$ cat src/rtl/lsq_pkg.sv
// Package: shared state encoding and command constants for the link session sequencer.
// Assumes: one request to the transceiver is outstanding at most.
package lsq_pkg;
    typedef enum logic [2:0] {
        ST_IDLE,
        ST_HOLD,
        ST_BRK_REQ,
        ST_BRK_WAIT,
        ST_TX_REQ,
        ST_TX_WAIT,
        ST_RX_REQ,
        ST_RX_WAIT
    } lsq_state_e;

    localparam logic [7:0] CMD_LOAD_CS = 8'h80;
    localparam logic [7:0] ADDR_STATUS = 8'h00;
endpackage

$ cat src/rtl/lsq_hold_timer.sv
// Module: counts how long the sequencer has spent in the reset-hold phase.
// Assumes: run_i stays high for the whole hold phase and drops right after elapsed_o.
module lsq_hold_timer #(
    parameter int HOLD_CYCLES = 4
) (
    input  logic clk,
    input  logic rst_n,
    input  logic run_i,
    output logic elapsed_o
);
    localparam int CW = $clog2(HOLD_CYCLES + 1);
    localparam logic [CW-1:0] LAST = CW'(HOLD_CYCLES - 1);

    logic [CW-1:0] cnt_q;

    // Count cycles while running, clear otherwise.
    always_ff @(posedge clk) begin
        if (!rst_n || !run_i) cnt_q <= '0;
        else if (cnt_q != LAST) cnt_q <= cnt_q + 1'b1;
    end

    assign elapsed_o = run_i && (cnt_q == LAST);
endmodule

$ cat src/rtl/lsq_ms_timer.sv
// Module: poll timeout counter, loaded per poll and decremented on millisecond ticks.
// Assumes: load_i is a single-cycle pulse; tick_i is at most one cycle wide per tick.
module lsq_ms_timer #(
    parameter int TIMEOUT_MS = 100
) (
    input  logic clk,
    input  logic rst_n,
    input  logic load_i,
    input  logic tick_i,
    output logic expired_o
);
    localparam int TW = $clog2(TIMEOUT_MS + 1);
    localparam logic [TW-1:0] START = TW'(TIMEOUT_MS);

    logic [TW-1:0] cnt_q;

    // Load has priority; ticks count down and saturate at zero.
    always_ff @(posedge clk) begin
        if (!rst_n) cnt_q <= '0;
        else if (load_i) cnt_q <= START;
        else if (tick_i && cnt_q != '0) cnt_q <= cnt_q - 1'b1;
    end

    assign expired_o = (cnt_q == '0);
endmodule

$ cat src/rtl/link_seq_ctrl.sv
// Module: session sequencer for a two-wire programming link.
// Handles entry (reset hold then breaks), readiness polling with timeout, and exit.
// Assumes: the transceiver answers every request with exactly one xcvr_ack_i pulse,
// and xcvr_rx_byte_i is valid in the acknowledge cycle of a receive request.
module link_seq_ctrl #(
    parameter int         HOLD_CYCLES = 4,
    parameter int         N_BREAKS    = 2,
    parameter int         TIMEOUT_MS  = 100,
    parameter int         READY_BIT   = 1
) (
    input  logic       clk,
    input  logic       rst_n,
    input  logic       start_i,
    input  logic       poll_i,
    input  logic       stop_i,
    input  logic       tick_ms_i,
    input  logic       xcvr_ack_i,
    input  logic [7:0] xcvr_rx_byte_i,
    output logic       brk_req_o,
    output logic       tx_req_o,
    output logic [7:0] tx_byte_o,
    output logic       rx_req_o,
    output logic       link_oe_o,
    output logic       tgt_rst_n_o,
    output logic       done_o,
    output logic       ok_o,
    output logic       timeout_o
);
    import lsq_pkg::*;

    localparam int BW = $clog2(N_BREAKS + 1);
    localparam logic [BW-1:0] LAST_BRK = BW'(N_BREAKS - 1);
    localparam logic [7:0] POLL_BYTE = CMD_LOAD_CS | ADDR_STATUS;
    localparam logic [7:0] READY_MASK = 8'(1) << READY_BIT;

    lsq_state_e    st_q;
    logic          in_sess_q;
    logic          rst_line_q;
    logic          oe_q;
    logic          done_q;
    logic          ok_q;
    logic          to_q;
    logic [BW-1:0] brk_cnt_q;

    logic acc_start, acc_stop, acc_poll;
    logic hold_elapsed, tmr_expired, reply_ready;

    // Decode which command, if any, is accepted this cycle.
    always_comb begin
        acc_start = (st_q == ST_IDLE) && start_i && !in_sess_q;
        acc_stop  = (st_q == ST_IDLE) && stop_i  && in_sess_q;
        acc_poll  = (st_q == ST_IDLE) && poll_i  && in_sess_q && !stop_i;
    end

    assign reply_ready = (xcvr_rx_byte_i & READY_MASK) != 8'h00;

    lsq_hold_timer #(.HOLD_CYCLES(HOLD_CYCLES)) u_hold (
        .clk       (clk),
        .rst_n     (rst_n),
        .run_i     (st_q == ST_HOLD),
        .elapsed_o (hold_elapsed)
    );

    lsq_ms_timer #(.TIMEOUT_MS(TIMEOUT_MS)) u_tmr (
        .clk       (clk),
        .rst_n     (rst_n),
        .load_i    (acc_poll),
        .tick_i    (tick_ms_i),
        .expired_o (tmr_expired)
    );

    // Session state machine with its line, result and break-count registers.
    always_ff @(posedge clk) begin
        if (!rst_n) begin
            st_q       <= ST_IDLE;
            in_sess_q  <= 1'b0;
            rst_line_q <= 1'b1;
            oe_q       <= 1'b0;
            done_q     <= 1'b0;
            ok_q       <= 1'b0;
            to_q       <= 1'b0;
            brk_cnt_q  <= '0;
        end else begin
            done_q <= 1'b0;
            case (st_q)
                ST_IDLE: begin
                    if (acc_start) begin
                        in_sess_q  <= 1'b1;
                        rst_line_q <= 1'b0;
                        ok_q       <= 1'b0;
                        to_q       <= 1'b0;
                        st_q       <= ST_HOLD;
                    end else if (acc_stop) begin
                        in_sess_q  <= 1'b0;
                        rst_line_q <= 1'b1;
                        oe_q       <= 1'b0;
                        done_q     <= 1'b1;
                        ok_q       <= 1'b1;
                        to_q       <= 1'b0;
                    end else if (acc_poll) begin
                        ok_q <= 1'b0;
                        to_q <= 1'b0;
                        st_q <= ST_TX_REQ;
                    end
                end
                ST_HOLD: begin
                    if (hold_elapsed) begin
                        oe_q      <= 1'b1;
                        brk_cnt_q <= '0;
                        st_q      <= ST_BRK_REQ;
                    end
                end
                ST_BRK_REQ: st_q <= ST_BRK_WAIT;
                ST_BRK_WAIT: begin
                    if (xcvr_ack_i) begin
                        if (brk_cnt_q == LAST_BRK) begin
                            done_q <= 1'b1;
                            ok_q   <= 1'b1;
                            st_q   <= ST_IDLE;
                        end else begin
                            brk_cnt_q <= brk_cnt_q + 1'b1;
                            st_q      <= ST_BRK_REQ;
                        end
                    end
                end
                ST_TX_REQ: st_q <= ST_TX_WAIT;
                ST_TX_WAIT: if (xcvr_ack_i) st_q <= ST_RX_REQ;
                ST_RX_REQ: st_q <= ST_RX_WAIT;
                ST_RX_WAIT: begin
                    if (xcvr_ack_i) begin
                        if (reply_ready) begin
                            done_q <= 1'b1;
                            ok_q   <= 1'b1;
                            st_q   <= ST_IDLE;
                        end else if (tmr_expired) begin
                            done_q <= 1'b1;
                            to_q   <= 1'b1;
                            st_q   <= ST_IDLE;
                        end else begin
                            st_q <= ST_TX_REQ;
                        end
                    end
                end
                default: st_q <= ST_IDLE;
            endcase
        end
    end

    assign brk_req_o   = (st_q == ST_BRK_REQ);
    assign tx_req_o    = (st_q == ST_TX_REQ);
    assign rx_req_o    = (st_q == ST_RX_REQ);
    assign tx_byte_o   = POLL_BYTE;
    assign link_oe_o   = oe_q;
    assign tgt_rst_n_o = rst_line_q;
    assign done_o      = done_q;
    assign ok_o        = ok_q;
    assign timeout_o   = to_q;
endmodule

$ cat config.mk
export PLATFORM = sky130hd
export DESIGN_NAME = link_seq_ctrl
export DESIGN_NICKNAME = d
export VERILOG_FILES = /design/src/rtl/lsq_pkg.sv /design/src/rtl/lsq_hold_timer.sv /design/src/rtl/lsq_ms_timer.sv /design/src/rtl/link_seq_ctrl.sv
export SDC_FILE = /design/constraint.sdc
export NUM_CORES = 1
export LEC_CHECK = 0
export CELL_PAD_IN_SITES_DETAIL_PLACEMENT = 1
export CELL_PAD_IN_SITES_GLOBAL_PLACEMENT = 1
export CORE_MARGIN = 4
export CORE_UTILIZATION = 35
export DETAILED_ROUTE_END_ITERATION = 10
export GPL_TIMING_DRIVEN = 0
export PLACE_DENSITY = 0.9
export SKIP_CTS_REPAIR_TIMING = 1
export SLEW_MARGIN = 5
export SYNTH_ARGS = -nofsm -noshare
export SYNTH_HDL_FRONTEND = slang
export SYNTH_SLANG_ARGS = --single-unit
$ cat constraint.sdc
create_clock -name clk -period 2.64 [get_ports clk]
set_input_delay 0.792 -clock clk [delete_from_list [all_inputs] [get_ports clk]]
set_output_delay 0.792 -clock clk [all_outputs]
set_load 0.01 [all_outputs]
==> results <==
==> registers in the layout, indices dropped and copies added (netlist names) <==
| register | cells |
|---|---|
| tgt_rst_n_o | 1 |
| st_q | 3 |
| brk_cnt_q | 2 |
| in_sess_q | 1 |
| u_hold.cnt_q | 3 |
| ok_o | 1 |
| done_o | 1 |
| link_oe_o | 1 |
| u_tmr.cnt_q | 7 |
| timeout_o | 1 |
==> per-stage QoR <==
step | instance area [um2] | utilization [%] | setup TNS [ns]
5_1_grt | 1426 | 45.60 | 0
2_1_floorplan | 1197 | - | 0
6_report | 1426 | 45.60 | 0
4_1_cts | 1429 | 45.68 | -0.003940
3_3_place_gp | 1403 | 44.84 | 0
3_5_place_dp | 1403 | 44.84 | 0
==> cells in the final DEF, fill, tap and decap left out, drive strengths merged, types with 2 or more instances in the layout <==
cell type | synthesis | final
a32oi | 2 | 2
conb | 2 | 8
or4 | 3 | 3
a21boi | 6 | 6
ha | 5 | 5
clkbuf | 4 | 7
nand2 | 10 | 10
and2 | 3 | 3
buf | 9 | 9
inv | 7 | 7
clkdlybuf4s50 | 0 | 15
and3 | 3 | 3
xnor2 | 4 | 4
a21oi | 7 | 7
nor2b | 6 | 6
nand2b | 2 | 2
nor2 | 8 | 8
dfxtp | 21 | 21
o21ai | 4 | 4
nand3 | 4 | 4
mux2i | 2 | 2
nor3 | 4 | 4
a211oi | 2 | 2
==> layer usage <==
layer  vias up  GRT usage [%]
met2        30          26.28
li1        516              -
met3         7          2.041
met5         -              0
met4         0          5.584
met1       490          17.63
==> synthesized netlist by cell type, types with 2 or more instances <==
master / n
a211oi_1: 2
a21boi_1: 6
a21oi_1: 7
a32oi_1: 2
and2_1: 3
and3_1: 3
buf_4: 8
clkbuf_1: 3
conb_1: 2
dfxtp_1: 21
ha_1: 5
inv_1: 7
mux2i_1: 2
nand2_1: 10
nand2b_1: 2
nand3_1: 4
nor2_1: 8
nor2b_1: 6
nor3_1: 3
o21ai_1: 3
or4_1: 3
xnor2_1: 4
==> worst max-delay path by stage <==
stage	endpoint	cells after the start	startpoint
6_report	tx_req_o	3	st_q[2]$_SDFFE_PN0P_
5_1_grt	tx_req_o	3	st_q[2]$_SDFFE_PN0P_
4_1_cts	tx_req_o	3	st_q[2]$_SDFFE_PN0P_
3_5_place_dp	brk_cnt_q[1]$_SDFFE_PN0P_	5	xcvr_ack_i
3_3_place_gp	brk_cnt_q[1]$_SDFFE_PN0P_	5	xcvr_ack_i
2_1_floorplan	brk_cnt_q[1]$_SDFFE_PN0P_	4	xcvr_ack_i
==> final cells by class <==
type / instances / area [um2] / share of cell area, %
sequential: 21 / 420.4 / 29.47
tap: 44 / 55.05 / 3.860
timing repair buffer: 15 / 150.1 / 10.53
multi-input combinational: 101 / 659.4 / 46.23
inverter: 8 / 30.03 / 2.105
clock buffer: 4 / 26.28 / 1.842
buffer: 12 / 85.08 / 5.965
==> power by group <==
part / internal, mW / switching, mW
sequential: 0.410 / 0.100
clock: 0.0590 / 0.101
combinational: 0.317 / 0.397
total: 0.786 / 0.599
==> cell families (layout without fill, tap and decap cells) <==
group                      Yosys count  count (layout)  share of synthesized area (%)
and+or+nand+nor                     49              49                          23.43
AOI/OAI and AO/OA                   31              31                          18.42
DFF                                 21              21                          35.78
buffers and inverters               21              39                          10.01
adders and majority gates            5               5                          5.325
xor gates and xnor gates             5               5                          3.727
muxes                                3               3                          2.662
other                                2               8                         0.6392
==> tightest hold or removal path: cells and delay by family (launching register included) <==
family	cells	cell delay [ns]
AOI/OAI and AO/OA	1	0.05
DFF	1	0.33
and+or+nand+nor	1	0.06
==> impl_metrics.py <==
metrics = {
    "yosys": {
        "async_flop_share_pct": 0,
        "synth_cells": 137,
        "ys.flop_type": "dfxtp_1",
        "synth.distinct_cells": 45,
        "syn-cell-area_mm2": 0.001175,
        "synth_top_cell_by_area": "dfxtp_1",
        "synth_area_leaders": "dfxtp_1 36%, ha_1 5.3%, buf_4 5.1%",
        "synth-edff-count": 0,
        "yosys_warnings": 0,
        "synth-seq-area-share_pct": 35.78,
        "synth.avg_cell_area_um2": 8.576,
        "yosysTopAreaCellShare_pct": 35.78,
        "ys_seq_elements": 21,
    },
    "global_route": {
        "grt_pass1_vias": 1081,
        "grt_use_total_pct": 14.70,
        "grt_pass1_wl_mm": 4.954,
        "grt_antenna_before_repair": 0,
        "grt_start_max_net_pins": 12,
        "grt_overflow": 0,
    },
    "drt": {
        "drc": 0,
        "met3WireLength_um": 140,
        "wl_per_cell_um": 14.11,
        "drtAntennaViolNets": 0,
        "top_layer": "met4",
        "vias": 1043,
        "drtPass1Iterations": 4,
        "routed_wl_mm": 2.892,
        "dr_wl_met2_mm": 1.458,
        "viasPerCell": 5.088,
        "m1WireLength_mm": 1.234,
        "drt_iter0_drc": 20,
    },
    "run_status": {
        "outcome": "completed",
    },
    "pwr": {
        "ir_drop_mv": 0.4536,
        "p_leak_nw": 0.5559,
        "powerDensity_mw_per_mm2": 970.5,
        "finalPower_mw": 1.384,
    },
    "timing": {
        "drv_slew": 0,
        "hold_slack_ns": 0.4768,
        "max_freq_mhz": 394.9,
        "tightest_slew_ns": 0.5533,
        "hold_violations": 0,
        "setup_violations": 0,
        "maxSlewHeadroom_pct": 62.91,
        "post-route-min-period_ns": 2.532,
        "rsz0062_at_grt": "false",
        "fin_crit_sh_pct": 95.92,
        "fin_skew_ns": 0.007806,
        "worst_slack_ns": 0.1076,
    },
    "critical_path": {
        "cp.required_ns": 1.85,
        "crit_chain": "clkbuf_2, and3_1, clkdlybuf4s50_1",
        "crit_family": "buffers and inverters",
        "max_stage_delay_ns": 0.53,
        "rr_startpoint": "u_hold.cnt_q[0]$_SDFFE_PP0N_",
        "crit_arrival_ns": 1.74,
        "crit_path_end_kind": "output pin",
        "critPathLaunchType": "flop",
        "r2r_cells": 7,
        "crit_buf_inv": 2,
        "reg2reg_to": "brk_cnt_q[1]$_SDFFE_PN0P_",
        "cp_max_fo": 10,
        "cp_slowest_cell": "clkdlybuf4s50_1",
        "rrSetupSlack_ns": 0.50,
        "path_class": "flop to output pin",
    },
    "floorplanning": {
        "die_h_um": 65.94,
        "start_util_pct": 37.56,
        "dieArea_mm2": 0.004347,
        "dieWidth_um": 65.94,
        "num_io_pins": 31,
        "row_count": 20,
        "coreArea_mm2": 0.003128,
    },
    "layout": {
        "diodes": 0,
        "drive_gt1_share_pct": 9.938,
        "syn_to_final_growth_pct": 21.41,
        "fill_cells": 380,
        "finalNonFillerCells": 205,
        "nNetsFinal": 182,
    },
    "placement": {
        "dp_hpwl_mm": 2.208,
        "dp_slack_ns": 0.07551,
        "placedCellCount": 202,
        "io_buffers": 15,
        "gp_congestion": 0.9122,
    },
    "hold_path": {
        "holdPathStages": 2,
        "min_from": "brk_cnt_q[1]$_SDFFE_PN0P_",
        "hold_class": "flop to flop",
        "whs_endpoint": "brk_cnt_q[1]$_SDFFE_PN0P_",
    },
    "clock_tree": {
        "cts_tree": "done",
        "clock-root-buffer": "clkbuf_4",
        "clock-sinks": 21,
        "cts_inserted_buffers": 3,
        "clk_path_buf_depth": 2,
        "clkLatencyLatePin_ns": 0.31,
        "clk_pin_slew_ns": 0.12,
        "htree_levels": 1,
    },
    "run": {
        "cap_viol_max_count": 0,
    },
}
Note: power is estimated with default switching activity, not from simulation.
